===== src/rtl/wfc_pkg.sv =====
package wfc_pkg;
  localparam int OP_W   = 4;
  localparam int BASE_W = 3;

  localparam logic [BASE_W-1:0] CODE_KEY_ALL  = 3'b000;
  localparam logic [BASE_W-1:0] CODE_KEY_LOW  = 3'b011;
  localparam logic [BASE_W-1:0] CODE_KEY_HIGH = 3'b110;
  localparam logic [BASE_W-1:0] CODE_TIMER    = 3'b101;

  typedef enum logic [0:0] {
    ST_RUN   = 1'b0,
    ST_SLEEP = 1'b1
  } wfcState_t;

  typedef struct packed {
    logic selLatched;
    logic selTest;
    logic loadOp;
  } wfcCtrl_t;
endpackage


===== src/rtl/wfc_datapath.sv =====
module wfc_datapath
  import wfc_pkg::*;
#(
  parameter int KEY_W     = 6,
  parameter int KEY_SPLIT = 3,
  parameter int AUX_W     = 3,
  parameter int AUX_GATED = 2
) (
  input  logic             clk,
  input  logic             rst,
  input  wfcCtrl_t         ctrl,
  input  logic [OP_W-1:0]  testOp,
  input  logic [OP_W-1:0]  haltOp,
  input  logic [KEY_W-1:0] keyIn,
  input  logic [AUX_W-1:0] auxIn,
  input  logic             timerZero,
  input  logic             aux2Enable,
  output logic             condTrue
);
  localparam int HIGH_W = KEY_W - KEY_SPLIT;

  logic [OP_W-1:0]   heldOp;
  logic [OP_W-1:0]   activeOp;
  logic [AUX_W-1:0]  auxEff;
  logic [BASE_W-1:0] baseCode;
  logic              keyAny;
  logic              keyLow;
  logic              keyHigh;
  logic              baseHit;
  logic              auxHit;

  always_ff @(posedge clk) begin
    if (rst) begin
      heldOp <= '0;
    end else if (ctrl.loadOp) begin
      heldOp <= haltOp;
    end
  end

  always_comb begin
    if (ctrl.selLatched) begin
      activeOp = heldOp;
    end else if (ctrl.selTest) begin
      activeOp = testOp;
    end else begin
      activeOp = haltOp;
    end
  end

  for (genvar i = 0; i < AUX_W; i++) begin : g_aux
    if (i == AUX_GATED) begin : g_gated
      assign auxEff[i] = auxIn[i] & aux2Enable;
    end else begin : g_plain
      assign auxEff[i] = auxIn[i];
    end
  end

  assign keyAny  = |keyIn;
  assign keyLow  = |keyIn[KEY_SPLIT-1:0];
  assign keyHigh = |keyIn[KEY_SPLIT +: HIGH_W];
  assign baseCode = activeOp[BASE_W-1:0];

  always_comb begin
    unique case (baseCode)
      CODE_KEY_ALL:  baseHit = keyAny;
      CODE_KEY_LOW:  baseHit = keyLow;
      CODE_KEY_HIGH: baseHit = keyHigh;
      CODE_TIMER:    baseHit = timerZero;
      default:       baseHit = 1'b0;
    endcase
  end

  assign auxHit   = activeOp[OP_W-1] & (|auxEff);
  assign condTrue = baseHit | auxHit;
endmodule


===== src/rtl/wfc_control.sv =====
module wfc_control
  import wfc_pkg::*;
(
  input  logic     clk,
  input  logic     rst,
  input  logic     testStb,
  input  logic     haltStb,
  input  logic     condTrue,
  output wfcCtrl_t ctrl,
  output logic     statusFlag,
  output logic     standby
);
  wfcState_t state;
  wfcState_t stateNext;
  logic      flagReg;
  logic      flagNext;
  logic      sleeping;

  assign sleeping = (state == ST_SLEEP);

  always_comb begin
    ctrl.selLatched = sleeping;
    ctrl.selTest    = testStb;
    ctrl.loadOp     = 1'b0;
    stateNext       = state;
    flagNext        = flagReg;
    if (sleeping) begin
      if (condTrue) begin
        stateNext = ST_RUN;
        flagNext  = 1'b1;
      end
    end else if (testStb) begin
      flagNext = condTrue;
    end else if (haltStb) begin
      if (condTrue) begin
        flagNext = 1'b1;
      end else if (flagReg) begin
        flagNext = 1'b0;
      end else begin
        stateNext   = ST_SLEEP;
        ctrl.loadOp = 1'b1;
      end
    end
  end

  always_ff @(posedge clk) begin
    if (rst) begin
      state   <= ST_RUN;
      flagReg <= 1'b0;
    end else begin
      state   <= stateNext;
      flagReg <= flagNext;
    end
  end

  assign statusFlag = flagReg;
  assign standby    = sleeping;
endmodule


===== src/rtl/wake_flag_ctrl.sv =====
module wake_flag_ctrl
  import wfc_pkg::*;
#(
  parameter int KEY_W     = 6,
  parameter int KEY_SPLIT = 3,
  parameter int AUX_W     = 3,
  parameter int AUX_GATED = 2
) (
  input  logic             clk,
  input  logic             rst,
  input  logic             testStb,
  input  logic [3:0]       testOp,
  input  logic             haltStb,
  input  logic [3:0]       haltOp,
  input  logic [KEY_W-1:0] keyIn,
  input  logic [AUX_W-1:0] auxIn,
  input  logic             timerZero,
  input  logic             aux2Enable,
  output logic             statusFlag,
  output logic             standby
);
  wfcCtrl_t ctrl;
  logic     condTrue;

  wfc_datapath #(
    .KEY_W(KEY_W), .KEY_SPLIT(KEY_SPLIT), .AUX_W(AUX_W), .AUX_GATED(AUX_GATED)
  ) u_dp (
    .clk(clk), .rst(rst), .ctrl(ctrl), .testOp(testOp), .haltOp(haltOp),
    .keyIn(keyIn), .auxIn(auxIn), .timerZero(timerZero),
    .aux2Enable(aux2Enable), .condTrue(condTrue)
  );

  wfc_control u_ctl (
    .clk(clk), .rst(rst), .testStb(testStb), .haltStb(haltStb),
    .condTrue(condTrue), .ctrl(ctrl), .statusFlag(statusFlag),
    .standby(standby)
  );
endmodule


===== config.mk =====
export PLATFORM = sky130hd
export DESIGN_NAME = wake_flag_ctrl
export DESIGN_NICKNAME = d
export VERILOG_FILES = /design/src/rtl/wfc_pkg.sv /design/src/rtl/wfc_datapath.sv /design/src/rtl/wfc_control.sv /design/src/rtl/wake_flag_ctrl.sv
export SDC_FILE = /design/constraint.sdc
export NUM_CORES = 1
export LEC_CHECK = 0
export CAP_MARGIN = 20
export CORE_AREA = 2 2 39 41
export CTS_BUF_LIST = sky130_fd_sc_hd__clkbuf_4 sky130_fd_sc_hd__clkbuf_8
export DETAILED_ROUTE_END_ITERATION = 16
export DIE_AREA = 0 0 41 43
export PLACE_DENSITY = 0.77
export SYNTH_ARGS = -nofsm -noshare
export SYNTH_HDL_FRONTEND = slang
export SYNTH_SLANG_ARGS = --single-unit

===== constraint.sdc =====
create_clock -name clk -period 3.6 [get_ports clk]
set_input_delay 0.9 -clock clk [delete_from_list [all_inputs] [get_ports clk]]
set_output_delay 0.9 -clock clk [all_outputs]
set_load 0.01 [all_outputs]

==> results of run 1 <==
==> registers in the layout, summed over array words and instances (netlist names) <==
signal / flops
u_ctl.standby: 1
u_ctl.statusFlag: 1
u_dp.heldOp: 4
==> cells in the mapped netlist (2+ instances only) <==
cell	instances	area [um2]
dfxtp_1	6	120
nand4_1	2	12.5
o21ai_0	3	15.0
nor3_1	4	20.0
nand2_1	4	15.0
mux2i_1	6	60.1
or2b_2	9	78.8
o21a_1	2	15.0
==> metrics by stage <==
step                worst slack (ns)  instance area [um2]
CTS                            0.624                  763
detailed placement             0.375                  741
floorplan                       1.21                  509
global placement               0.440                  741
global route                   0.471                  763
finish                         0.646                  763
==> kinds of logic after synthesis <==
logic type             synth area share [%]
buffers and inverters                  5.65
muxes                                  21.4
AOI/OAI and AO/OA                      14.5
and+or+nand+nor                        34.9
DFF                                    23.6
==> power by group <==
part | switching [uW] | internal (uW) | leakage (uW)
sequential | 4.34 | 70.7 | 0.0000488
combinational | 24.7 | 44.8 | 0.000195
clock | 24.6 | 37.7 | 0.0000138
==> metal layers <==
metal	up-vias	wire (um)	track usage, %
met1	208	500	19.2
met5	-	0	0
met3	0	72	6.81
met2	16	529	22.5
li1	241	-	-
met4	0	0	4.00
==> how the worst max path moves through the flow <==
stage / slack (ns) / depth (start not counted) / startpoint / endpoint
final: 0.65 / 7 / testStb / u_dp.heldOp[0]
after global routing: 0.47 / 7 / testStb / u_dp.heldOp[0]
after CTS: 0.62 / 7 / testStb / u_dp.heldOp[0]
after global placement: 0.44 / 7 / testStb / u_dp.heldOp[0]
after floorplan: 1.21 / 7 / testStb / u_dp.heldOp[0]
after detailed placement: 0.37 / 7 / testStb / u_dp.heldOp[0]
==> worst max-delay path: cells and delay by family <==
family          cells  cell delay [ns]
buf+inv             1             0.71
compound gates      2             0.34
simple gates        2             0.55
mux                 2             0.62
==> final cells by class <==
class                   count  share of cell area (%)
well taps                  16                    2.62
clock buffers               3                    2.95
multi-input cells          43                    47.2
flip-flops and latches      6                    15.7
repair buffers             24                    31.5
==> results.json, run 1 <==
{
  "crit_chain": "clkdlybuf4s50_1 > mux2_2 > o211ai_1 > o41a_2 > nand4_2 > nor4_4 > mux2i_1",
  "grt_max_degree": 15,
  "critPathCaptureType": "register",
  "drt-wirelength-per-cell_um": 12.0,
  "setup_violations": 0,
  "final.setup.tns_ns": 0,
  "cts_buffer_depth": 2,
  "htree_levels": 1,
  "clk_pin_slew_ns": 0.05,
  "powerDensity_mw_per_mm2": 271,
  "finish.net_count": 101,
  "required_ns": 3.77,
  "layout_common_cells": "clkdlybuf4s50_1, or2b_2, mux2i_1, dfxtp_1",
  "post_cts_buffers": 0,
  "core_area_mm2": 0.00138,
  "clock.fmax_mhz": 338,
  "root_buffer": "clkbuf_4",
  "maxCapViolations": 0,
  "die_area_mm2": 0.00176,
  "insertion_delay_ns": 0.25,
  "min_path_cells": 2,
  "min_to": "u_ctl.statusFlag",
  "cts_buffers": 3,
  "place_congestion": 0.724,
  "async_flop_share_pct": 0,
  "worst_pin_slew_ns": 0.549,
  "final_cells": 92,
  "final_util_pct": 55.2,
  "fp.dieH_um": 43,
  "slowest_stage": "clkdlybuf4s50_1",
  "cts_sinks": 6,
  "dp_hpwl_um": 909,
  "synth_cell_type_count": 24,
  "maxSlewViolCount": 0,
  "dp_cells": 89,
  "drive_gt1_share_pct": 25.0,
  "rsz0062_at_grt": "false",
  "synth-edff-count": 0,
  "cts_resized": 0,
  "fin_skew_ns": 0.00646,
  "rows": 14,
  "boundaryPins": 25,
  "drt.antenna.violating_nets": 0,
  "layout_commonest_cell": "clkdlybuf4s50_1",
  "first_pass_iters": 2,
  "total_power_uw": 207,
  "syn_inst": 52,
  "hold-worst-slack_ns": 0.490,
  "synthFlopType": "dfxtp_1",
  "r2r-start": "u_ctl.standby",
  "postCtsHoldBufs": 0,
  "drc_errors": 0,
  "reg2reg_depth": 5,
  "avgSynthCellArea_um2": 9.79,
  "cts_tree": "yes",
  "maxSlewHeadroom_pct": 63.3,
  "multi_input_area_um2": 360,
  "drt_iter0_drc": 1,
  "grt_overflow": 0,
  "fillers": 132,
  "ys_seq_area_share_pct": 23.6,
  "grt_pass1_wl_mm": 1.80,
  "ys_ff_latch": 6,
  "yosysWarnings": 0,
  "reg2reg_slack_ns": 1.56,
  "hold_viol": 0,
  "initial_utilization_pct": 36.8,
  "diodes": 0,
  "grt_pass1_vias": 428,
  "status": "finished, final reports clean",
  "final-seq-area_um2": 120,
  "p_leak_uw": 0.000258,
  "r2r-end": "u_dp.heldOp[0]",
  "hp-class": "reg -> reg",
  "worst_ep_arrival_time_ns": 3.12,
  "port_buffers": 24,
  "finalCriticalPeriod_ns": 2.95,
  "area_delta_synth_final_pct": 49.9,
  "syn_area_um2": 509,
  "via_per_inst": 5.05,
  "track_usage_pct": 15.1,
  "critPathMaxFanout": 7,
  "die_w_um": 41,
  "worst_setup_path_start_kind": "primary input",
  "syn_nets": 75,
  "hold_start": "u_ctl.statusFlag",
  "vias": 465,
  "max_stage_delay_ns": 0.71,
  "finalWirelength_mm": 1.10,
  "worstSetupPathType": "in -> reg",
  "grt_antenna_before_repair": 0,
  "fin_crit_sh_pct": 82.1,
  "vdd_drop_max_mv": 0.162
}
(Power assumes the default switching activity.)
==> run 2: changes to the inputs <==
--- a/config.mk
+++ b/config.mk
@@ -6,10 +6,10 @@
 export NUM_CORES = 1
 export LEC_CHECK = 0
 export CAP_MARGIN = 20
-export CORE_AREA = 2 2 39 41
+export CORE_MARGIN = 2
+export CORE_UTILIZATION = 37
 export CTS_BUF_LIST = sky130_fd_sc_hd__clkbuf_4 sky130_fd_sc_hd__clkbuf_8
 export DETAILED_ROUTE_END_ITERATION = 16
-export DIE_AREA = 0 0 41 43
 export PLACE_DENSITY = 0.77
 export SYNTH_ARGS = -nofsm -noshare
 export SYNTH_HDL_FRONTEND = slang
==> constraint.sdc (replaced) <==
create_clock -name clk -period 2.55 [get_ports clk]
set_input_delay 0.6375 -clock clk [delete_from_list [all_inputs] [get_ports clk]]
set_output_delay 0.6375 -clock clk [all_outputs]
set_load 0.01 [all_outputs]
==> run 2 against run 1 <==
  * Global-route usage grew 0.71 points
  * Critical endpoint is now u_dp.heldOp[3]
  * Cell area grew 5.6%
  * Critical path depth grew 2
  * Highest routed layer unchanged
  * Largest cell class unchanged
  * Non-clock buffer count grew 6
  * Register-to-register slack lost 1.1 ns
  * Via count grew 5.8%
==> results.json, run 2 (synthesis results as in run 1) <==
{
  "drt-wirelength-per-cell_um": 11.5,
  "final-seq-area_um2": 120,
  "clock.fmax_mhz": 434,
  "maxSlewViolCount": 0,
  "critPathMaxFanout": 4,
  "cts_buffers": 3,
  "grt_antenna_before_repair": 0,
  "p_leak_uw": 0.000289,
  "area_delta_synth_final_pct": 58.2,
  "via_per_inst": 5.07,
  "preCtsSetupSlack_ns": -0.282,
  "fillers": 133,
  "die_area_mm2": 0.00169,
  "cts_tree": "yes",
  "status": "finished, final reports clean",
  "layout_commonest_cell": "clkdlybuf4s50_1",
  "drt_iter0_drc": 4,
  "worst_ep_arrival_time_ns": 2.47,
  "insertion_delay_ns": 0.24,
  "drt.antenna.violating_nets": 0,
  "diodes": 0,
  "maxCapViolations": 0,
  "fp.dieH_um": 41.1,
  "rows": 13,
  "rsz0062_at_grt": "false",
  "port_buffers": 24,
  "stdcell_area_um2": 806,
  "vias": 492,
  "fin_skew_ns": 0.00570,
  "critPathCaptureType": "register",
  "largest_register_ffs": 4,
  "drc_errors": 0,
  "root_buffer": "clkbuf_4",
  "initial_utilization_pct": 39.1,
  "place_congestion": 0.765,
  "maxSlewHeadroom_pct": 62.9,
  "die_w_um": 41.1,
  "dp_hpwl_um": 975,
  "multi_input_area_um2": 360,
  "fin_crit_sh_pct": 90.3,
  "grt_overflow": 0,
  "finalWirelength_mm": 1.12,
  "grt_pass1_wl_mm": 1.69,
  "boundaryPins": 25,
  "post_cts_buffers": 0,
  "worstSetupPathType": "in -> reg",
  "worst_pin_slew_ns": 0.556,
  "vdd_drop_max_mv": 0.317,
  "finish.net_count": 107,
  "setup_violations": 0,
  "track_usage_pct": 15.8,
  "drive_gt1_share_pct": 30.5,
  "required_ns": 2.71,
  "first_pass_iters": 2,
  "grt_max_degree": 15,
  "worst_setup_path_start_kind": "primary input",
  "finalCriticalPeriod_ns": 2.30,
  "hold_viol": 0,
  "core_area_mm2": 0.00130,
  "powerDensity_mw_per_mm2": 372,
  "cts_buffer_depth": 2,
  "cts_sinks": 6,
  "placed_cell_area_um2": 785,
  "layout_common_cells": "clkdlybuf4s50_1, or2b_2, mux2i_1, buf_4, dfxtp_1",
  "worst_slack_ns": 0.248,
  "hp-class": "reg -> reg",
  "htree_levels": 1,
  "top_register": "u_dp.heldOp",
  "grt_pass1_vias": 425,
  "clk_pin_slew_ns": 0.04
}
==> run 2: changes by cell type in the layout (fill, tap and decap cells not counted) <==
cell | before | now
clkdlybuf4s50_1 | 24 | 23
dlygate4sd2_1 | 0 | 1
buf_4 | 0 | 6
==> run 2: metal layers <==
| metal | share of wire [%] | up-vias | GRT usage, % |
|---|---|---|---|
| li1 | - | 255 | - |
| met1 | 41 | 225 | 17.2 |
| met2 | 52 | 12 | 27.3 |
| met3 | 6.7 | 0 | 10.3 |
| met4 | 0 | 0 | 0 |
| met5 | 0 | - | 0 |
==> run 2: power by group <==
group          switching [uW]  internal [uW]
combinational            36.7           71.2
clock                    32.7           53.1
sequential               6.44           99.8
total                    75.8            224
==> run 2: area by class of cell <==
cell class | count | area share [%]
Multi-Input combinational cell | 43 | 44.7
Sequential cell | 6 | 14.9
Tap cell | 15 | 2.33
Timing Repair Buffer | 30 | 35.2
Clock buffer | 3 | 2.80
==> run 2: per-stage QoR <==
step | utilization [%] | hold slack [ns] | total power (uW) | std cells | TNS, ns
finish | 61.9 | 0.526 | 300 | 97 | 0
global route | 61.9 | 0.562 | 322 | 97 | 0
CTS | 61.9 | 0.527 | 306 | 97 | 0
detailed placement | 60.3 | 0.519 | 217 | 94 | -1.21
global placement | 60.3 | 0.476 | 215 | 94 | -0.848
floorplan | - | 0.500 | 162 | 52 | 0
==> run 2: worst max-delay path: stages <==
cell           delay [ns]
dlygate4sd2_1        0.28
buf_4                0.16
mux2_2               0.33
o211ai_1             0.18
o41a_2               0.17
nand4_2              0.11
nor4_4               0.25
buf_4                0.17
mux2i_1              0.18
==> run 2: final timing paths <==
check | start | slack [ns] | to | cells after the start
worst max-delay path | testStb | 0.25 | u_dp.heldOp[3] | 9
worst min-delay path | u_ctl.statusFlag | 0.53 | u_ctl.statusFlag | 2
worst max register to register | u_ctl.standby | 0.47 | u_dp.heldOp[3] | 7
worst min register to register | u_ctl.statusFlag | 0.53 | u_ctl.statusFlag | 2
==> run 2: what timing repair did <==
item                       in CTS  in global routing
hold buffers                    0                  0
setup endpoints to repair       3                  0
gates resized for setup         1                  0
